File: src/rtl/cstate_pkg.sv
package cstate_pkg;

   typedef enum logic [2:0] {
      CS_C0 = 3'd0,
      CS_C1 = 3'd1,
      CS_C2 = 3'd2,
      CS_C3 = 3'd3,
      CS_C4 = 3'd4
   } cstate_e;

   localparam int unsigned LVL_W   = 3;
   localparam int unsigned LVL_MAX = 4;

   // steady output depth demanded by a state
   function automatic logic [LVL_W-1:0] depth_of(input cstate_e s);
      logic [LVL_W-1:0] d;
      unique case (s)
         CS_C0:          d = 3'd0;
         CS_C1, CS_C2:   d = 3'd1;
         CS_C3:          d = 3'd2;
         CS_C4:          d = 3'd4;
         default:        d = 3'd0;
      endcase
      return d;
   endfunction

endpackage

File: src/rtl/cstate_req_arb.sv
module cstate_req_arb
   import cstate_pkg::*;
(
   input  logic    lvl2_rd,
   input  logic    lvl3_rd,
   input  logic    lvl4_rd,
   input  logic    auto_halt,
   input  logic    c4_on_c3_en,
   output logic    req_vld,
   output cstate_e req_state
);

   always_comb begin
      req_vld   = 1'b1;
      req_state = CS_C0;
      if (lvl4_rd) begin
         req_state = CS_C4;
      end else if (lvl3_rd) begin
         req_state = c4_on_c3_en ? CS_C4 : CS_C3;
      end else if (lvl2_rd) begin
         req_state = CS_C2;
      end else if (auto_halt) begin
         req_state = CS_C1;
      end else begin
         req_vld   = 1'b0;
      end
   end

endmodule

File: src/rtl/cstate_fsm.sv
module cstate_fsm
   import cstate_pkg::*;
(
   input  logic    clk,
   input  logic    rst_n,
   input  logic    req_vld,
   input  cstate_e req_state,
   input  logic    snoop_req,
   input  logic    snoop_promo_en,
   input  logic    brk_evt,
   output cstate_e state_q
);

   cstate_e state_d;
   logic    temp_q, temp_d;
   cstate_e deep_q, deep_d;
   logic    is_deep;

   assign is_deep = (state_q == CS_C3) || (state_q == CS_C4);

   always_comb begin
      state_d = state_q;
      temp_d  = temp_q;
      deep_d  = deep_q;
      unique case (state_q)
         CS_C0: begin
            temp_d = 1'b0;
            if (!brk_evt && req_vld) state_d = req_state;
         end
         CS_C1: begin
            if (brk_evt) state_d = CS_C0;
         end
         CS_C2: begin
            if (brk_evt) begin
               state_d = CS_C0;
               temp_d  = 1'b0;
            end else if (temp_q && !snoop_req) begin
               state_d = deep_q;
               temp_d  = 1'b0;
            end
         end
         CS_C3, CS_C4: begin
            if (brk_evt) begin
               state_d = CS_C0;
               temp_d  = 1'b0;
            end else if (snoop_req && snoop_promo_en) begin
               state_d = CS_C2;
               temp_d  = 1'b1;
               deep_d  = state_q;
            end
         end
         default: begin
            state_d = CS_C0;
            temp_d  = 1'b0;
         end
      endcase
   end

   always_ff @(posedge clk or negedge rst_n) begin
      if (!rst_n) begin
         state_q <= CS_C0;
         temp_q  <= 1'b0;
         deep_q  <= CS_C3;
      end else begin
         state_q <= state_d;
         temp_q  <= temp_d;
         deep_q  <= deep_d;
      end
   end

   AST_BRK_EXIT: assert property (@(posedge clk) disable iff (!rst_n)
      (state_q != CS_C0 && brk_evt) |=> (state_q == CS_C0));
   AST_BRK_BEATS_READ: assert property (@(posedge clk) disable iff (!rst_n)
      (state_q == CS_C0 && brk_evt) |=> (state_q == CS_C0));
   AST_C1_HOLD: assert property (@(posedge clk) disable iff (!rst_n)
      (state_q == CS_C1 && !brk_evt) |=> (state_q == CS_C1));
   AST_SNOOP_DEMOTE: assert property (@(posedge clk) disable iff (!rst_n)
      (is_deep && snoop_req && snoop_promo_en && !brk_evt) |=> (state_q == CS_C2));
   AST_TEMP_RETURN: assert property (@(posedge clk) disable iff (!rst_n)
      (temp_q && state_q == CS_C2 && !snoop_req && !brk_evt) |=> (state_q == $past(deep_q)));
   AST_STATE_LEGAL: assert property (@(posedge clk) disable iff (!rst_n)
      (state_q <= CS_C4));

endmodule

File: src/rtl/cstate_ramp.sv
module cstate_ramp
   import cstate_pkg::*;
#(
   parameter int unsigned STEP_HOLD = 1
) (
   input  logic             clk,
   input  logic             rst_n,
   input  logic [LVL_W-1:0] target,
   output logic [LVL_W-1:0] lvl_q
);

   logic step_en;

   generate
      if (STEP_HOLD == 1) begin : g_nohold
         assign step_en = 1'b1;
      end else begin : g_hold
         localparam int unsigned CNT_W = $clog2(STEP_HOLD);
         localparam logic [CNT_W-1:0] CNT_LAST = CNT_W'(STEP_HOLD - 1);
         logic [CNT_W-1:0] hold_q;
         always_ff @(posedge clk or negedge rst_n) begin
            if (!rst_n)                hold_q <= '0;
            else if (lvl_q == target)  hold_q <= '0;
            else if (hold_q == CNT_LAST) hold_q <= '0;
            else                       hold_q <= hold_q + 1'b1;
         end
         assign step_en = (hold_q == CNT_LAST);
      end
   endgenerate

   always_ff @(posedge clk or negedge rst_n) begin
      if (!rst_n) begin
         lvl_q <= '0;
      end else if (step_en) begin
         if (lvl_q < target)      lvl_q <= lvl_q + 1'b1;
         else if (lvl_q > target) lvl_q <= lvl_q - 1'b1;
      end
   end

   AST_RAMP_UP_TOWARD: assert property (@(posedge clk) disable iff (!rst_n)
      (lvl_q > $past(lvl_q)) |-> ($past(target) > $past(lvl_q)));
   AST_RAMP_DN_TOWARD: assert property (@(posedge clk) disable iff (!rst_n)
      (lvl_q < $past(lvl_q)) |-> ($past(target) < $past(lvl_q)));
   AST_RAMP_RANGE: assert property (@(posedge clk) disable iff (!rst_n)
      (lvl_q <= LVL_W'(LVL_MAX)));

endmodule

File: src/rtl/cstate_ctrl.sv
module cstate_ctrl
   import cstate_pkg::*;
#(
   parameter int unsigned VR_W      = 2,
   parameter int unsigned STEP_HOLD = 1
) (
   input  logic            clk,
   input  logic            rst_n,
   input  logic            lvl2_rd,
   input  logic            lvl3_rd,
   input  logic            lvl4_rd,
   input  logic            auto_halt,
   input  logic            snoop_req,
   input  logic            c4_on_c3_en,
   input  logic            snoop_promo_en,
   input  logic            brk_evt,
   output logic            stpclk_req,
   output logic            cpu_clk_stop,
   output logic            deep_sleep_force,
   output logic [VR_W-1:0] vr_reduce,
   output logic [2:0]      cur_state
);

   localparam logic [LVL_W-1:0] LV_STP  = 3'd1;
   localparam logic [LVL_W-1:0] LV_CPU  = 3'd2;
   localparam logic [LVL_W-1:0] LV_DEEP = 3'd3;
   localparam logic [LVL_W-1:0] LV_VR   = 3'd4;

   generate
      if (VR_W < 1) begin : g_bad_vr
         initial $fatal(1, "cstate_ctrl: VR_W must be at least 1");
      end
      if (STEP_HOLD < 1) begin : g_bad_hold
         initial $fatal(1, "cstate_ctrl: STEP_HOLD must be at least 1");
      end
   endgenerate

   logic             req_vld;
   cstate_e          req_state;
   cstate_e          state_q;
   logic [LVL_W-1:0] lvl;

   cstate_req_arb u_arb (
      .lvl2_rd     (lvl2_rd),
      .lvl3_rd     (lvl3_rd),
      .lvl4_rd     (lvl4_rd),
      .auto_halt   (auto_halt),
      .c4_on_c3_en (c4_on_c3_en),
      .req_vld     (req_vld),
      .req_state   (req_state)
   );

   cstate_fsm u_fsm (
      .clk            (clk),
      .rst_n          (rst_n),
      .req_vld        (req_vld),
      .req_state      (req_state),
      .snoop_req      (snoop_req),
      .snoop_promo_en (snoop_promo_en),
      .brk_evt        (brk_evt),
      .state_q        (state_q)
   );

   cstate_ramp #(.STEP_HOLD(STEP_HOLD)) u_ramp (
      .clk    (clk),
      .rst_n  (rst_n),
      .target (depth_of(state_q)),
      .lvl_q  (lvl)
   );

   assign stpclk_req       = (lvl >= LV_STP);
   assign cpu_clk_stop     = (lvl >= LV_CPU);
   assign deep_sleep_force = (lvl >= LV_DEEP);
   assign cur_state        = state_q;

   generate
      for (genvar i = 0; i < VR_W; i++) begin : g_vr
         assign vr_reduce[i] = (lvl >= LV_VR);
      end
   endgenerate

   AST_CPU_AFTER_STP: assert property (@(posedge clk) disable iff (!rst_n)
      $rose(cpu_clk_stop) |-> $past(stpclk_req));
   AST_DEEP_AFTER_CPU: assert property (@(posedge clk) disable iff (!rst_n)
      $rose(deep_sleep_force) |-> $past(cpu_clk_stop));
   AST_VR_AFTER_DEEP: assert property (@(posedge clk) disable iff (!rst_n)
      $rose(vr_reduce[0]) |-> $past(deep_sleep_force));
   AST_STP_LAST_OFF: assert property (@(posedge clk) disable iff (!rst_n)
      $fell(stpclk_req) |-> !$past(cpu_clk_stop));
   AST_C0_NO_STP: assert property (@(posedge clk) disable iff (!rst_n)
      (cur_state == 3'd0 && $past(cur_state) == 3'd0 && !$past(stpclk_req)) |-> !stpclk_req);

endmodule

File: config.mk
export PLATFORM = sky130hd
export DESIGN_NAME = cstate_ctrl
export DESIGN_NICKNAME = d
export VERILOG_FILES = /design/src/rtl/cstate_pkg.sv /design/src/rtl/cstate_req_arb.sv /design/src/rtl/cstate_fsm.sv /design/src/rtl/cstate_ramp.sv /design/src/rtl/cstate_ctrl.sv
export SDC_FILE = /design/constraint.sdc
export NUM_CORES = 1
export LEC_CHECK = 0
export BUFFER_PORTS_ARGS = -buffer_cell sky130_fd_sc_hd__buf_2
export CAP_MARGIN = 10
export CORE_MARGIN = 3
export CORE_UTILIZATION = 56
export CTS_CLUSTER_SIZE = 12
export DETAILED_ROUTE_END_ITERATION = 10
export PLACE_DENSITY = 0.89
export SKIP_CTS_REPAIR_TIMING = 1
export SYNTH_ARGS = -nofsm -noshare
export SYNTH_HDL_FRONTEND = slang
export SYNTH_SLANG_ARGS = --single-unit
File: constraint.sdc
create_clock -name clk -period 3.05 [get_ports clk]
set_clock_uncertainty 0.15 [all_clocks]
set_input_delay 0.4575 -clock clk [delete_from_list [all_inputs] [get_ports clk]]
set_output_delay 0.4575 -clock clk [all_outputs]
set_load 0.01 [all_outputs]
==> impl_metrics.json <==
{
  "status": "finished clean",
  "vias_per_cell": 5.47,
  "critPathLaunch": "u_fsm.state_q[1]$_DFFE_PN0P_",
  "final_cell_mix": "buf_2, nand2_1, dfrtp_1",
  "final_common_cell": "buf_2",
  "hold_violations": 0,
  "synth_edf_count": 0,
  "postRouteAntennaNets": 0,
  "cp_max_fo": 13,
  "seq_area_sq_um": 253,
  "yosys_most_used_dff": "dfrtp_1",
  "grt_max_degree": 14,
  "drc": 0,
  "cts_buffers": 3,
  "num_io_pins": 18,
  "synth_seq_cells": 10,
  "diodes": 0,
  "syn2layout_area_growth_pct": 14.4,
  "critPathCaptureType": "flip-flop",
  "critPathRequiredTime_ns": 3.09,
  "num_vias": 635,
  "fin_crit_ns": 2.14,
  "coreArea_sq_um": 1320,
  "r2r-end": "u_ramp.lvl_q[1]$_DFFE_PN0P_",
  "clk_latency_ns": 0.28,
  "antenna_found_initial": 0,
  "hold_class": "in -> reg",
  "regToRegStartpoint": "u_fsm.state_q[1]$_DFFE_PN0P_",
  "min_period_over_period": 0.700,
  "clock-sinks": 10,
  "place_hpwl_um": 1200,
  "synthArstFlopShare": 1.00,
  "clk_pin_slew_worst_paths_ns": 0.07,
  "std_cell_rows": 13,
  "path_class": "reg -> reg",
  "drt_iter0_markers": 8,
  "slew-limit-headroom": 0.737,
  "tritoncts": "done",
  "netlist_area_sq_um": 801,
  "synthCells": 84,
  "p_leak_nw": 0.421,
  "die_area_sq_um": 1920,
  "drt_wl_total_um": 1510,
  "grt_pass1_wl_um": 2550,
  "syn_avg_cell_area_sq_um": 9.53,
  "multi_input_area_sq_um": 487,
  "firstDrtPassIters": 4,
  "reg2reg_depth": 6,
  "clockRootBuffer": "clkbuf_4",
  "grt_pass1_vias": 610,
  "setup-violations-final": 0,
  "cp-endpoint": "u_ramp.lvl_q[1]$_DFFE_PN0P_",
  "drv_cap": 0,
  "total_power_uw": 993,
  "die_h_um": 43.8,
  "start_kind": "flip-flop",
  "cts_htree_levels": 1,
  "num-nets-final": 119,
  "reg2reg_slack_ns": 0.91,
  "max_freq_mhz": 468,
  "syn-num-nets": 101,
  "place_congestion": 0.823,
  "power_density_nw_per_um2": 1080,
  "rsz0062_at_grt": "false",
  "worst_slew_pin_slew_ns": 0.395,
  "grt_usage": 0.183,
  "ys_types": 35,
  "synth-seq-area-share": 0.316,
  "ir_drop_uv": 680,
  "start_util": 0.608,
  "maxSlewViolCount": 0,
  "tns_ns": 0,
  "globalRouteOverflowTotal": 0,
  "yosys_warnings": 0,
  "ctsLongestPathBuffers": 2,
  "die_w_um": 43.8,
  "port_buffers": 17,
  "drive_gt1_frac": 0.297,
  "arrival_ns": 2.18,
  "fillers": 90,
  "wl_per_cell_um": 13.0
}
==> how the worst min path moves through the flow <==
stage	from	to	slack, ns	cells after the start
2_1_floorplan	rst_n	u_fsm.deep_q[2]$_DFFE_PN0P_	0.01	0
3_3_place_gp	rst_n	u_fsm.state_q[1]$_DFFE_PN0P_	0.18	1
3_5_place_dp	rst_n	u_fsm.temp_q$_DFFE_PN0P_	0.18	1
4_1_cts	rst_n	u_ramp.lvl_q[0]$_DFFE_PN0P_	-0.12	1
5_1_grt	snoop_req	u_fsm.temp_q$_DFFE_PN0P_	0.33	3
6_report	snoop_req	u_fsm.temp_q$_DFFE_PN0P_	0.32	3
==> sequential cells by signal, summed over array words and instances, names as in the netlist <==
name,count
u_fsm.deep_q,3
u_ramp.lvl_q,3
u_fsm.state_q,3
u_fsm.temp_q,1
==> cell families (layout without fill, tap and decap cells) <==
| family | after synthesis | after routing | share of synthesized area |
|---|---|---|---|
| and+or+nand+nor | 26 | 26 | 0.197 |
| AOI/OAI and AO/OA | 20 | 20 | 0.178 |
| buffers and inverters | 12 | 29 | 0.0766 |
| DFF | 10 | 10 | 0.316 |
| adders and majority gates | 7 | 7 | 0.109 |
| muxes | 6 | 6 | 0.0906 |
| xor gates and xnor gates | 3 | 3 | 0.0328 |
==> through the flow <==
step,std cells,hold slack [ns],setup slack [ns],area [sq um],utilization
final,116,0.321,0.914,916,0.695
after global routing,116,0.328,0.787,916,0.695
after CTS,115,-0.120,0.911,906,0.688
after detailed placement,111,0.184,0.927,870,0.660
after global placement,111,0.180,1.01,870,0.660
after floorplan,84,0.0119,1.04,801,-
==> cell type report <==
cell class	count	area share
multi-input combinational	62	0.531
clock buffer	4	0.0396
timing repair buffer	18	0.104
tap	15	0.0205
sequential	10	0.276
inverter	7	0.0287
==> per-layer routing <==
| layer | GRT usage | part of all wire | up-vias |
|---|---|---|---|
| li1 | - | - | 329 |
| met1 | 0.235 | 0.46 | 284 |
| met2 | 0.273 | 0.47 | 22 |
| met3 | 0.0788 | 0.072 | 0 |
| met4 | 0.0602 | 0 | 0 |
| met5 | 0 | 0 | - |
==> power breakdown <==
group	switching (mW)	total [mW]	internal, mW	leakage, nW
logic	0.279	0.561	0.282	0.281
clock network	0.0504	0.123	0.0726	0.0210
registers	0.101	0.309	0.207	0.118
==> worst max-delay path: stages (launching register included) <==
cell and delay [ns]:
dfrtp_1 0.58, nand3b_1 0.23, ha_1 0.33, nor2b_1 0.13, o21ai_0 0.29, nand2_1 0.14, a211oi_1 0.20
==> cell usage after synthesis, types with 2 or more instances <==
cell type	count	area, sq um
mux2_1	2	22.5
inv_1	7	26.3
a21oi_1	6	30.0
nor2_1	5	18.8
xnor2_1	3	26.3
a211oi_1	2	15.0
nand2b_1	2	12.5
buf_4	2	15.0
mux2i_1	2	20.0
ha_1	7	87.6
o21ai_0	5	25.0
nand2_1	8	30.0
mux2_4	2	30.0
nor2b_1	2	12.5
dfrtp_1	8	200
dfstp_2	2	52.6
(Power assumes the default switching activity.)
